--- config.mk ---
export PLATFORM = sky130hd
export DESIGN_NAME = nand_rd_seq
export DESIGN_NICKNAME = d
export VERILOG_FILES = /design/src/rtl/nrs_pkg.sv /design/src/rtl/nrs_cfg.sv /design/src/rtl/nrs_rdcyc.sv /design/src/rtl/nrs_rbwait.sv /design/src/rtl/nand_rd_seq.sv
export SDC_FILE = /design/constraint.sdc
export NUM_CORES = 1
export LEC_CHECK = 0
export CAP_MARGIN = 40
export CORE_MARGIN = 2
export CORE_UTILIZATION = 62
export CTS_BUF_LIST = sky130_fd_sc_hd__clkbuf_8
export CTS_CLUSTER_SIZE = 30
export DETAILED_ROUTE_END_ITERATION = 10
export DONT_BUFFER_PORTS = 1
export PLACE_DENSITY_LB_ADDON = 0.25
export RECOVER_POWER = 50
export REMOVE_ABC_BUFFERS = 1
export SLEW_MARGIN = 20
export SYNTH_ARGS = -nofsm -noshare
export SYNTH_HDL_FRONTEND = slang
export SYNTH_SLANG_ARGS = --single-unit
--- constraint.sdc ---
create_clock -name clk -period 6.98 [get_ports clk]
set_input_delay 1.745 -clock clk [delete_from_list [all_inputs] [get_ports clk]]
set_output_delay 1.745 -clock clk [all_outputs]
set_load 0.1 [all_outputs]
--- src/rtl/nrs_pkg.sv ---
package nrs_pkg;

  typedef enum logic {
    RC_IDLE,
    RC_RUN
  } rc_state_t;

  typedef enum logic {
    BW_IDLE,
    BW_WAIT
  } bw_state_t;

endpackage

--- src/rtl/nrs_cfg.sv ---
module nrs_cfg #(
  parameter int DW         = 5,
  parameter int SUB        = 16,
  parameter int SETTLE_CYC = 64
) (
  input  logic          clk,
  input  logic          rst,
  input  logic          cfg_wr,
  input  logic [DW-1:0] cfg_delay,
  input  logic          cfg_half,
  input  logic          dll_en,
  output logic [DW-1:0] cur_delay,
  output logic          cur_half,
  output logic          dll_on,
  output logic          dll_locked,
  output logic          cfg_err
);
  localparam int SETTLE_TICKS = SETTLE_CYC * SUB;
  localparam int SCW          = $clog2(SETTLE_TICKS + 1);

  logic [SCW-1:0] settle_cnt;

  always_ff @(posedge clk) begin
    if (rst) begin
      cur_delay  <= '0;
      cur_half   <= 1'b0;
      dll_on     <= 1'b0;
      dll_locked <= 1'b0;
      cfg_err    <= 1'b0;
      settle_cnt <= '0;
    end else begin
      dll_on <= dll_en;
      if (cfg_wr) begin
        if (!dll_on) begin
          cur_delay <= cfg_delay;
          cur_half  <= cfg_half;
        end else begin
          cfg_err <= 1'b1;
        end
      end
      if (!dll_en) begin
        dll_locked <= 1'b0;
      end else if (!dll_on) begin
        settle_cnt <= SCW'(SETTLE_TICKS - 1);
        dll_locked <= 1'b0;
      end else if (!dll_locked) begin
        if (settle_cnt == '0) dll_locked <= 1'b1;
        else settle_cnt <= settle_cnt - SCW'(1);
      end
    end
  end

  AST_CFG_FROZEN: assert property (@(posedge clk) disable iff (rst)
    (dll_on && $past(dll_on)) |-> ($stable(cur_delay) && $stable(cur_half)));
  AST_CFG_ERR_STICKY: assert property (@(posedge clk) disable iff (rst)
    $past(cfg_err) |-> cfg_err);
  AST_LOCK_NEEDS_EN: assert property (@(posedge clk) disable iff (rst)
    dll_locked |-> dll_on);

endmodule

--- src/rtl/nrs_rdcyc.sv ---
module nrs_rdcyc
  import nrs_pkg::*;
#(
  parameter int CW   = 4,
  parameter int DW   = 5,
  parameter int DATW = 8,
  parameter int TAPS = 8,
  parameter int SUB  = 16
) (
  input  logic            clk,
  input  logic            rst,
  input  logic            start,
  input  logic [CW-1:0]   ds,
  input  logic [CW-1:0]   dh,
  input  logic [DW-1:0]   delay,
  input  logic            half,
  input  logic            dll_act,
  input  logic [DATW-1:0] din,
  output logic            re_n,
  output logic [DATW-1:0] rd_data,
  output logic            rd_valid,
  output logic            active
);
  localparam int STEP_FULL = SUB / TAPS;
  localparam int STEP_HALF = SUB / (2 * TAPS);
  localparam int MAXT      = 2 * ((2 ** CW) - 1) * SUB + ((2 ** DW) - 1) * STEP_FULL + 2;
  localparam int TCW       = $clog2(MAXT + 1);

  rc_state_t      st;
  logic [TCW-1:0] t, low_r, samp_r, end_r;
  logic [TCW-1:0] ds_e, dh_e, low_c, len_c, samp_c, end_c, step_c, t_nx;

  always_comb begin
    ds_e   = (ds == '0) ? TCW'(1) : TCW'(ds);
    dh_e   = (dh == '0) ? TCW'(1) : TCW'(dh);
    low_c  = ds_e * TCW'(SUB);
    len_c  = (ds_e + dh_e) * TCW'(SUB);
    step_c = half ? TCW'(STEP_HALF) : TCW'(STEP_FULL);
    if (dll_act && (delay != '0)) samp_c = TCW'(delay) * step_c;
    else                          samp_c = low_c;
    end_c  = (samp_c + TCW'(1) > len_c) ? samp_c + TCW'(1) : len_c;
    t_nx   = t + TCW'(1);
  end

  always_ff @(posedge clk) begin
    if (rst) begin
      st       <= RC_IDLE;
      t        <= '0;
      low_r    <= '0;
      samp_r   <= '0;
      end_r    <= '0;
      re_n     <= 1'b1;
      rd_data  <= '0;
      rd_valid <= 1'b0;
    end else begin
      rd_valid <= 1'b0;
      case (st)
        RC_IDLE: begin
          re_n <= 1'b1;
          if (start) begin
            st     <= RC_RUN;
            t      <= '0;
            re_n   <= 1'b0;
            low_r  <= low_c;
            samp_r <= samp_c;
            end_r  <= end_c;
          end
        end
        default: begin
          t    <= t_nx;
          re_n <= (t_nx < low_r) ? 1'b0 : 1'b1;
          if (t_nx == samp_r) rd_data <= din;
          if (t_nx == end_r) begin
            st       <= RC_IDLE;
            rd_valid <= 1'b1;
            re_n     <= 1'b1;
          end
        end
      endcase
    end
  end

  assign active = (st == RC_RUN);

  AST_VALID_PULSE: assert property (@(posedge clk) disable iff (rst)
    rd_valid |=> !rd_valid);
  AST_STROBE_HIGH_AT_END: assert property (@(posedge clk) disable iff (rst)
    rd_valid |-> re_n);

endmodule

--- src/rtl/nrs_rbwait.sv ---
module nrs_rbwait
  import nrs_pkg::*;
#(
  parameter int TW   = 16,
  parameter int UNIT = 4096,
  parameter int SUB  = 16
) (
  input  logic          clk,
  input  logic          rst,
  input  logic          start,
  input  logic          rb,
  input  logic [TW-1:0] tmo_cnt,
  output logic          busy,
  output logic          rb_done,
  output logic          tmo_err
);
  localparam int LW = TW + $clog2(UNIT) + $clog2(SUB) + 1;

  bw_state_t     st;
  logic [LW-1:0] cnt, limit;
  logic [LW-1:0] cnt_nx;

  assign cnt_nx = cnt + LW'(1);

  always_ff @(posedge clk) begin
    if (rst) begin
      st      <= BW_IDLE;
      cnt     <= '0;
      limit   <= '0;
      rb_done <= 1'b0;
      tmo_err <= 1'b0;
    end else begin
      rb_done <= 1'b0;
      case (st)
        BW_IDLE: begin
          if (start) begin
            st    <= BW_WAIT;
            cnt   <= '0;
            limit <= LW'(tmo_cnt) * LW'(UNIT) * LW'(SUB);
          end
        end
        default: begin
          if (rb) begin
            st      <= BW_IDLE;
            rb_done <= 1'b1;
          end else if (cnt_nx >= limit) begin
            st      <= BW_IDLE;
            tmo_err <= 1'b1;
          end else begin
            cnt <= cnt_nx;
          end
        end
      endcase
    end
  end

  assign busy = (st == BW_WAIT);

  AST_TMO_STICKY: assert property (@(posedge clk) disable iff (rst)
    $past(tmo_err) |-> tmo_err);
  AST_DONE_NOT_BUSY: assert property (@(posedge clk) disable iff (rst)
    rb_done |-> !busy);

endmodule

--- src/rtl/nand_rd_seq.sv ---
module nand_rd_seq #(
  parameter int CW         = 4,
  parameter int DW         = 5,
  parameter int DATW       = 8,
  parameter int TAPS       = 8,
  parameter int SETTLE_CYC = 64,
  parameter int TMO_UNIT   = 4096,
  parameter int TW         = 16
) (
  input  logic            clk,
  input  logic            rst,
  input  logic [CW-1:0]   ds_cyc,
  input  logic [CW-1:0]   dh_cyc,
  input  logic            cfg_wr,
  input  logic [DW-1:0]   cfg_delay,
  input  logic            cfg_half,
  input  logic            dll_en,
  input  logic            rd_req,
  input  logic [DATW-1:0] din,
  input  logic            wait_req,
  input  logic            rb,
  input  logic [TW-1:0]   tmo_cnt,
  output logic            re_n,
  output logic [DATW-1:0] rd_data,
  output logic            rd_valid,
  output logic            rd_ready,
  output logic [DW-1:0]   cur_delay,
  output logic            cur_half,
  output logic            dll_locked,
  output logic            cfg_err,
  output logic            wait_busy,
  output logic            rb_done,
  output logic            tmo_err
);
  localparam int SUB = 2 * TAPS;

  logic dll_on, rd_active, rd_start, wait_start;

  nrs_cfg #(.DW(DW), .SUB(SUB), .SETTLE_CYC(SETTLE_CYC)) u_cfg (
    .clk(clk), .rst(rst), .cfg_wr(cfg_wr), .cfg_delay(cfg_delay),
    .cfg_half(cfg_half), .dll_en(dll_en), .cur_delay(cur_delay),
    .cur_half(cur_half), .dll_on(dll_on), .dll_locked(dll_locked),
    .cfg_err(cfg_err)
  );

  assign rd_ready   = !rd_active && !wait_busy && (!dll_on || dll_locked);
  assign rd_start   = rd_req && rd_ready;
  assign wait_start = wait_req && !rd_active && !wait_busy && !rd_start;

  nrs_rdcyc #(.CW(CW), .DW(DW), .DATW(DATW), .TAPS(TAPS), .SUB(SUB)) u_rd (
    .clk(clk), .rst(rst), .start(rd_start), .ds(ds_cyc), .dh(dh_cyc),
    .delay(cur_delay), .half(cur_half), .dll_act(dll_on), .din(din),
    .re_n(re_n), .rd_data(rd_data), .rd_valid(rd_valid), .active(rd_active)
  );

  nrs_rbwait #(.TW(TW), .UNIT(TMO_UNIT), .SUB(SUB)) u_bw (
    .clk(clk), .rst(rst), .start(wait_start), .rb(rb), .tmo_cnt(tmo_cnt),
    .busy(wait_busy), .rb_done(rb_done), .tmo_err(tmo_err)
  );

  AST_ONE_ENGINE: assert property (@(posedge clk) disable iff (rst)
    !(rd_active && wait_busy));
  AST_START_GATED: assert property (@(posedge clk) disable iff (rst)
    $fell(re_n) |-> $past(rd_ready));

endmodule

Yosys cells after proc, flatten, opt, wreduce, memory -nomap -nowiden
Cells that the tools add are included.
{"block": "totals", "regBits": 119, "output_inout_bits": 22, "inputBits": 45}
{"block": "op_classes", "n_lt_le_gt_ge": 3, "eq_ne": 6, "n_addsub": 5, "n_mul": 1, "n_bitwise": 5, "n_reduce_logical": 29, "mux": 29}
{"operator": "$mux 33", "count": 4}
{"operator": "$mux 10", "count": 4}
{"operator": "$add 33x1->33 const B", "count": 1}
{"operator": "$ge 33x32->1", "count": 1}
{"operator": "$mux 11", "count": 3}
{"operator": "$add 10x1->10 const B", "count": 2}
{"operator": "$eq 10x10->1", "count": 2}
{"operator": "$mux 1", "count": 15}
{"operator": "$logic_not 11->1", "count": 1}
{"operator": "$sub 11x1->11 const B", "count": 1}
{"operator": "$gt 10x10->1", "count": 1}
{"operator": "$lt 10x10->1", "count": 1}
{"operator": "$mul 5x10->10", "count": 1}
{"operator": "$reduce_and 2->1", "count": 5}
{"operator": "$reduce_and 3->1", "count": 3}
{"operator": "$logic_not 4->1", "count": 2}
{"operator": "$mux 4", "count": 2}
{"operator": "$ne 2x2->1 const B", "count": 4}
{"operator": "$logic_and 1x1->1", "count": 7}
{"operator": "$add 6x6->6", "count": 1}
{"operator": "$not 1->1", "count": 5}
{"operator": "$reduce_bool 5->1", "count": 1}
{"operator": "$logic_not 1->1", "count": 4}
{"operator": "$reduce_bool 2->1", "count": 2}
{"operator": "4 further kinds", "count": 5}

Longest topological paths before layout
Gate-level depths: netlist of the first run.
{"block": "depth", "word_depth": 8, "depth_mapped": 19, "mapped_depth_nobuf": 17}

By module
From an unflattened synthesis of the first run, not the netlist that was laid out.
{"block": "unflattened", "hier_cells": 927, "area_unflattened_um2": 7357.1}
{"mod": "nrs_rbwait", "instances": 1, "cells_per_inst": 426, "seq_area_each_um2": 1041.0, "area_per_inst_um2": 3349.5}
{"mod": "nrs_rdcyc", "instances": 1, "cells_per_inst": 400, "seq_area_each_um2": 840.8, "area_per_inst_um2": 3061.7}
{"mod": "nrs_cfg", "instances": 1, "cells_per_inst": 95, "seq_area_each_um2": 400.4, "area_per_inst_um2": 897.1}
{"mod": "nand_rd_seq", "instances": 1, "cells_per_inst": 6, "seq_area_each_um2": 0.0, "area_per_inst_um2": 48.8}

Worst setup path after synthesis of the first run
No wires, ideal clock.
{"block": "synth_timing", "path_kind": "reg2out", "from": "reg u_cfg.dll_locked", "to": "out rd_ready", "t_arrival_ps": 3342, "path_stages_with_launch": 3, "n_path_buf": 0, "required_time_ps": 5235, "slack_ps": 1893, "cell_sequence": "dfxtp_1 > inv_1 > a21boi_0"}
{"block": "synth_via", "elab_chain_cells": 2}
{"item": "start, declared", "line_no": "nrs_cfg.sv:15", "rtl": "output logic dll_locked,"}
{"item": "start signal, assigned", "line_no": "nrs_cfg.sv:28", "rtl": "dll_locked <= 1'b0;"}
{"item": "start signal, assigned", "line_no": "nrs_cfg.sv:42", "rtl": "dll_locked <= 1'b0;"}
{"item": "start signal, assigned", "line_no": "nrs_cfg.sv:45", "rtl": "dll_locked <= 1'b0;"}
{"item": "$logic_or 1x1->1", "line_no": "nand_rd_seq.sv:46", "rtl": "assign rd_ready = !rd_active && !wait_busy && (!dll_on || dll_locked);"}
{"item": "$logic_and 1x1->1", "line_no": "nand_rd_seq.sv:46"}
{"item": "end, declared", "line_no": "nand_rd_seq.sv:26", "rtl": "output logic rd_ready,"}
Every way passes these cells.

Final worst setup path of the first run
{"block": "layout_timing", "from": "reg u_bw.cnt[1]", "to": "reg u_bw.cnt[9]"}
{"block": "layout_via", "elab_chain_cells": 4, "elab_cells_between_ends": 7}
{"item": "start, declared", "line_no": "nrs_rbwait.sv:20", "rtl": "logic [LW-1:0] cnt, limit;"}
{"item": "start signal, assigned", "line_no": "nrs_rbwait.sv:50", "rtl": "cnt <= cnt_nx;"}
{"item": "$add 33x1->33 *", "line_no": "nrs_rbwait.sv:23", "rtl": "assign cnt_nx = cnt + LW'(1);"}
{"item": "$ge 33x32->1 or $mux 33 (tied branches)", "line_no": "nrs_rbwait.sv:46", "rtl": "end else if (cnt_nx >= limit) begin"}
{"item": "$ne 2x2->1 (no line) or $mux 33 (tied branches)"}
{"item": "$reduce_and 3->1 (no line) or $mux 33 (tied branches)"}
Mark *: on every way between the ends. The rest lies on a longest branch, timed or not. The select of a mux whose other input is x is not followed.
A chain may end at the register's enable or synchronous reset.

==> flow_metrics.tcl, run 1 <==
set metrics [dict create \
    status "finished, violations left" \
    violations "capacitance limit, slew limit" \
    via_per_inst 5.93 \
    end_kind "register" \
    numCtsBuffers 17 \
    drc 0 \
    synth_area_per_cell_um2 8.05 \
    grt_pass1_vias 5430 \
    num_antenna_cells 0 \
    period_minus_slack_ns 5.79 \
    synth_flop_cell "dfxtp_1" \
    grt_setup_unrepaired "no" \
    met1_usage_pct 35.3 \
    ant_nets 0 \
    min_path_type "reg2reg" \
    p_leak_nw 2.79 \
    cts_tree "yes" \
    fin_cells 959 \
    grt_util_met3_pct 7.90 \
    cts_htree_levels 4 \
    clockRootBuffer "clkbuf_8" \
    boundaryPins 67 \
    dp_hpwl_mm 10.7 \
    synthTopCellsByArea "dfxtp_1 (35%), ha_1 (6.6%), nand2_1 (5.4%)" \
    die-area_um2 11500 \
    grt_antenna_before_repair 0 \
    clk_path_buf_depth 2 \
    die_h_um 107 \
    place.port_buffers 0 \
    clkLatencyLatePin_ns 0.45 \
    postCtsSetupBuffers 0 \
    die_w_um 107 \
    track_usage_pct 27.4 \
    rows 37 \
    fin_skew_ns 0.0109 \
    synth_seq_cells 114 \
    cts_resized 0 \
    worstPathRequired_ns 7.36 \
    p_total_w 0.00154 \
    finalHoldViolations 0 \
    syn_to_final_growth_pct 8.36 \
    synth_top_area_share_pct 34.6 \
    n_fill_cell 831 \
    post-route-period-util_pct 83.0 \
    placed_cell_area_um2 6870 \
    power_density_nw_per_um2 215 \
    peakVddDrop_uv 206 \
    busiest_layer "met2" \
    synth-seq-area-share_pct 34.6 \
    cp.arrival_ns 6.18 \
    grt_use_met2_pct 42.7 \
    core_um2 10300 \
    routed_wirelength_mm 14.8 \
    path_clk_slew_ns 0.08 \
    cts.sinks 114 \
    num_vias 5688 \
    synth_cell_type_count 68 \
    stdcell_area_um2 7150 \
    dp_cells 927 \
    first_iter_violations 334 \
    finalSetupViolCount 0 \
    start_util_pct 64.0 \
    yosysTopAreaCell "dfxtp_1" \
    syn_area_um2 6600 \
    syn_inst 820 \
    grt_pass1_wl_mm 25.1 \
    path_max_fanout 17 \
    postCtsHoldBufs 0 \
    wire_per_inst_um 15.4 \
    fmax_mhz 173 \
    crit_type "reg2reg" \
    slew_viol_final 10 \
    grt_max_degree 88 \
    setup_tns_ns 0 \
    crit_path_start_kind "register" \
    routabilityCongestion 0.922 \
    cap_violations 1 \
    post_route_cells_drive_above_1_share_pct 9.72 \
    holdWs_ns 0.449 \
    dr.pass1.iters 5 \
    synth-edff-count 0 \
    worstMarginPinSlew_ns 1.51 \
    ys_warn_count 0 \
    maxSlewHeadroom_pct -0.973 \
    finalNetCount 891 \
    async_flop_share_pct 0 \
    grt_overflow_total 0 \
]
-- final cells by class --
type	count	area [µm²]	area share, %
Clock inverter	14	133	1.85
Inverter	38	143	1.99
Clock buffer	18	248	3.46
Timing Repair Buffer	27	268	3.74
Multi-Input combinational cell	612	3910	54.7
Sequential cell	114	2280	31.9
Tap cell	136	170	2.38
-- through the flow --
step	utilization [%]	setup slack, ns
finish	69.3	1.19
global placement	63.5	1.61
detailed placement	66.5	1.32
global route	69.3	0.859
floorplan	-	0.322
CTS	70.2	1.26
-- power by group --
group | switching [W] | internal, W | total (W)
logic | 0.000167 | 0.0000851 | 0.000252
registers | 0.0000251 | 0.000678 | 0.000703
clock network | 0.000291 | 0.000293 | 0.000584
-- state kept, by name, indices dropped and copies added, names as in the netlist --
name and flops:
u_rd.re_n 1, u_rd.low_r 4, u_bw.busy 1, u_cfg.dll_locked 1, u_bw.tmo_err 1, u_cfg.settle_cnt 11, u_bw.limit 16, u_cfg.cur_half 1
u_bw.rb_done 1, u_cfg.dll_on 1, u_rd.active 1, u_rd.rd_valid 1, u_bw.cnt 33, u_rd.end_r 9, u_cfg.cur_delay 5, u_rd.samp_r 8
u_rd.t 10, u_cfg.cfg_err 1, u_rd.rd_data 8
-- worst paths after layout --
path	start	to	slack, ns	depth (start not counted)
min	u_cfg.settle_cnt[10]$_SDFFE_PP0P_	u_cfg.settle_cnt[10]$_SDFFE_PP0P_	0.45	2
min reg2reg	u_cfg.settle_cnt[10]$_SDFFE_PP0P_	u_cfg.settle_cnt[10]$_SDFFE_PP0P_	0.45	2
max reg2reg	u_bw.cnt[1]$_SDFFE_PP0P_	u_bw.cnt[9]$_SDFFE_PP0P_	1.19	17
max	u_bw.cnt[1]$_SDFFE_PP0P_	u_bw.cnt[9]$_SDFFE_PP0P_	1.19	17
-- cells in the final DEF, fill, tap and decap left out, drive strengths merged, types with 3 or more instances in the layout --
cell and count:
nand2 95, nor2 85, clkinv 8, and2 7, a31oi 6, a211oi 8, a21oi 65, mux2i 22
inv 40, dfxtp 114, nand4 20, nand2b 6, clkinvlp 3, xor2 20, nand3 42, o21ai 25
or3 4, ha 35, and4 6, xnor2 39, nor3 26, nand3b 3, buf 17, a221o 10
or4 8, o211ai 3, and3 15, a22o 11, clkbuf 28, nor4 11, a21o 6, nor2b 8
-- cell families (layout without fill, tap and decap cells) --
family	count (synthesis)	after routing	synth area share [%]
compound gates	151	151	15.2
flops	114	114	34.6
buf+inv	94	97	6.27
xor+xnor	59	59	7.83
fa+ha+maj	36	36	6.94
other cells	1	1	0.0568
mux	24	24	3.68
simple gates	341	341	25.5
-- synthesized netlist by cell type (3+ instances only) --
| cell | number |
|---|---|
| nand4_2 | 3 |
| nand3_1 | 42 |
| or3_1 | 3 |
| a221o_2 | 9 |
| mux2i_1 | 22 |
| o21ai_1 | 4 |
| nor3_1 | 25 |
| and2_1 | 7 |
| and4_1 | 5 |
| dfxtp_1 | 114 |
| xor2_1 | 20 |
| a22o_1 | 11 |
| nor4_1 | 10 |
| nor2b_1 | 8 |
| and3_1 | 14 |
| nand2_1 | 95 |
| or4_1 | 7 |
| a31oi_1 | 6 |
| buf_4 | 3 |
| a21o_1 | 3 |
| inv_1 | 38 |
| a21oi_1 | 63 |
| nand2b_1 | 6 |
| nor2_1 | 85 |
| a211oi_1 | 7 |
| clkbuf_1 | 36 |
| nand4_1 | 17 |
| ha_1 | 35 |
| o21ai_0 | 21 |
| buf_2 | 8 |
| buf_6 | 5 |
| nand3b_1 | 3 |
| xnor2_1 | 39 |
-- metal layers --
metal | vias to the layer above | routed length (µm)
met1 | 2664 | 6720
met2 | 158 | 6980
met5 | - | 0
met3 | 21 | 822
li1 | 2845 | -
met4 | 0 | 267
-- worst max-delay path: stages, from the launching register on --
cell and delay, ns:
dfxtp_1 0.45, ha_1 0.36, nand3_1 0.23, or4_4 0.59
or3_2 0.47, nor2_1 0.24, nand3_1 0.21, xnor2_1 0.18
ha_1 0.33, nand3_1 0.15, nor2_1 0.23, o2111ai_1 0.13
or4_1 0.57, o211a_1 0.28, a211oi_4 0.69, buf_4 0.36
a21o_2 0.13, a22o_1 0.12
Power figures use the tool's default switching activity.
==> inputs of run 2 (changes only) <==
Clock period 6.98 ns to 6 ns, I/O delays scaled along.
==> run 2 against run 1 <==
Compared with the run above:
- via count increased by 0.12%
- the run now ends clean
- register-to-register slack got worse by 0.45 ns
- clock power rose by 28%
- routed wire length grew 1.4%
- first-iteration DRC count down 6.6%
- sequential power rose by 16%
- hold slack improved by 0.0034 ns
- clock skew grew 0.0025 ns
- utilization decreased by 0.24 points
- total power up 21%
- critical path depth stayed put
==> flow_metrics.tcl, run 2 (synthesis gave the netlist of run 1 again) <==
set metrics [dict create \
    syn_to_final_growth_pct 7.98 \
    grt_setup_unrepaired "no" \
    worstMarginPinSlew_ns 1.38 \
    die_h_um 107 \
    top_regs "u_bw.cnt x33, u_bw.limit x16, u_cfg.settle_cnt x11" \
    start_util_pct 64.0 \
    period_minus_slack_ns 5.26 \
    worst_slack_ns 0.735 \
    grt_antenna_before_repair 0 \
    post_route_cells_drive_above_1_share_pct 9.09 \
    max_stage_delay_ns 0.58 \
    place.port_buffers 0 \
    first_iter_violations 312 \
    clockRootBuffer "clkbuf_8" \
    slew_viol_final 0 \
    power_density_nw_per_um2 261 \
    min_path_type "reg2reg" \
    dp_hpwl_mm 10.8 \
    clkLatencyLatePin_ns 0.45 \
    largest_register_ff_count 33 \
    cts_resized 0 \
    regMostFlops "u_bw.cnt" \
    worstHoldEndpoint "u_bw.limit[29]$_SDFFE_PP0P_" \
    dp_cells 929 \
    grt_pass1_wl_mm 25.3 \
    reg2reg_depth 17 \
    crit_type "reg2reg" \
    status "finished, final reports clean" \
    finalHoldViolations 0 \
    num_antenna_cells 0 \
    finalNetCount 893 \
    post-route-period-util_pct 87.7 \
    dp_slack_ns 0.801 \
    num_vias 5695 \
    n_fill_cell 866 \
    die-area_um2 11500 \
    fin_cells 961 \
    cts_tree "yes" \
    finalSetupViolCount 0 \
    mostFrequentLayoutCells "dfxtp_1 (114), nand2_1 (95), nor2_1 (85)" \
    grt_max_degree 88 \
    worstPathRequired_ns 6.34 \
    final_core_util_pct 69.1 \
    core_um2 10300 \
    fmax_mhz 190 \
    ant_nets 0 \
    numCtsBuffers 17 \
    crit_chain "ha_1, nand3_1, or4_4, or3_2, nor2_1, nand3_1, xnor2_1, ha_1, nand3_1, nor2_1, o2111ai_1, or4_1, o211ai_2, nor3_2, buf_4, and3_2, a221o_2" \
    reg2reg_from "u_bw.cnt[1]$_SDFFE_PP0P_" \
    path_clk_slew_ns 0.07 \
    cts.sinks 114 \
    min_path_cells 2 \
    grt_overflow_total 0 \
    clk_path_buf_depth 2 \
    fin_skew_ns 0.0134 \
    routed_wirelength_mm 15.0 \
    p_leak_nw 2.80 \
    cts_htree_levels 4 \
    postCtsSetupBuffers 0 \
    maxSlewHeadroom_pct 8.13 \
    postCtsHoldBufs 0 \
    crit_path_start_kind "register" \
    grt_pass1_vias 5471 \
    peakVddDrop_uv 226 \
    boundaryPins 67 \
    reg2reg_slack_ns 0.74 \
    drc 0 \
    cp.arrival_ns 5.61 \
    die_w_um 107 \
    wire_per_inst_um 15.6 \
    rows 37 \
    hp-start "u_bw.limit[29]$_SDFFE_PP0P_" \
    cp_common_cell "nand3_1" \
    track_usage_pct 27.5 \
    dr.pass1.iters 4 \
    routabilityCongestion 0.903 \
    cap_violations 0 \
    path_max_fanout 31 \
    via_per_inst 5.93 \
    cp_slowest_cell "or4_4" \
    final_common_cell "dfxtp_1" \
    end_kind "register" \
    r2r_end "u_bw.cnt[16]$_SDFFE_PP0P_" \
]
==> run 2: worst max path at each step <==
stage	from	end	slack (ns)	cells after the start
5_1_grt	u_bw.cnt[1]$_SDFFE_PP0P_	u_bw.cnt[16]$_SDFFE_PP0P_	0.37	17
4_1_cts	u_bw.cnt[1]$_SDFFE_PP0P_	u_bw.cnt[16]$_SDFFE_PP0P_	0.76	17
2_1_floorplan	u_bw.cnt[0]$_SDFFE_PP0P_	u_bw.cnt[16]$_SDFFE_PP0P_	-0.66	16
3_3_place_gp	u_bw.cnt[0]$_SDFFE_PP0P_	u_bw.cnt[16]$_SDFFE_PP0P_	1.00	17
6_report	u_bw.cnt[1]$_SDFFE_PP0P_	u_bw.cnt[16]$_SDFFE_PP0P_	0.74	17
3_5_place_dp	u_bw.cnt[1]$_SDFFE_PP0P_	u_bw.cnt[16]$_SDFFE_PP0P_	0.80	17
==> run 2: critical path: cells and delay by family, from the launching register on <==
| kind | cells | cell delay, ns |
|---|---|---|
| AOI/OAI and AO/OA | 3 | 0.64 |
| xor gates and xnor gates | 1 | 0.18 |
| adders and majority gates | 2 | 0.70 |
| buffers and inverters | 1 | 0.24 |
| DFF | 1 | 0.45 |
| and+or+nand+nor | 10 | 2.93 |
==> run 2: layout make-up <==
cell class / instances / area [µm²] / share of cell area, %
timing repair buffer: 29 / 208 / 2.91
tap: 136 / 170 / 2.39
inverter: 38 / 143 / 2.00
clock buffer: 20 / 275 / 3.86
multi-input combinational: 612 / 3910 / 54.9
clock inverter: 12 / 140 / 1.97
sequential: 114 / 2280 / 32.0
==> run 2: per-layer routing <==
| metal | wire, µm | global-route usage (%) | part of all wire [%] | vias to the layer above |
|---|---|---|---|---|
| met5 | 0 | 0 | 0 | - |
| met4 | 261 | 11.6 | 1.7 | 0 |
| met3 | 827 | 6.38 | 5.5 | 26 |
| met2 | 7070 | 43.6 | 47 | 150 |
| met1 | 6840 | 35.8 | 46 | 2667 |
| li1 | - | - | - | 2852 |
==> run 2: report_power, final <==
group	internal [W]	switching [W]	leakage [nW]
clock network	0.000437	0.000313	0.218
registers	0.000789	0.0000280	0.928
logic	0.0000991	0.000196	1.65
total	0.00133	0.000536	2.80
==> run 2: per-stage QoR <==
stage | hold slack [ns] | setup TNS (ns) | total power (W) | instance area, µm²
final | 0.452 | 0 | 0.00186 | 7130
after global routing | 0.469 | 0 | 0.00194 | 7130
after CTS | 0.451 | 0 | 0.00188 | 7280
after detailed placement | 0.441 | 0 | 0.00113 | 6860
after global placement | 0.430 | 0 | 0.00111 | 6600
after floorplan | 0.417 | -15.62 | 0.00106 | 6330
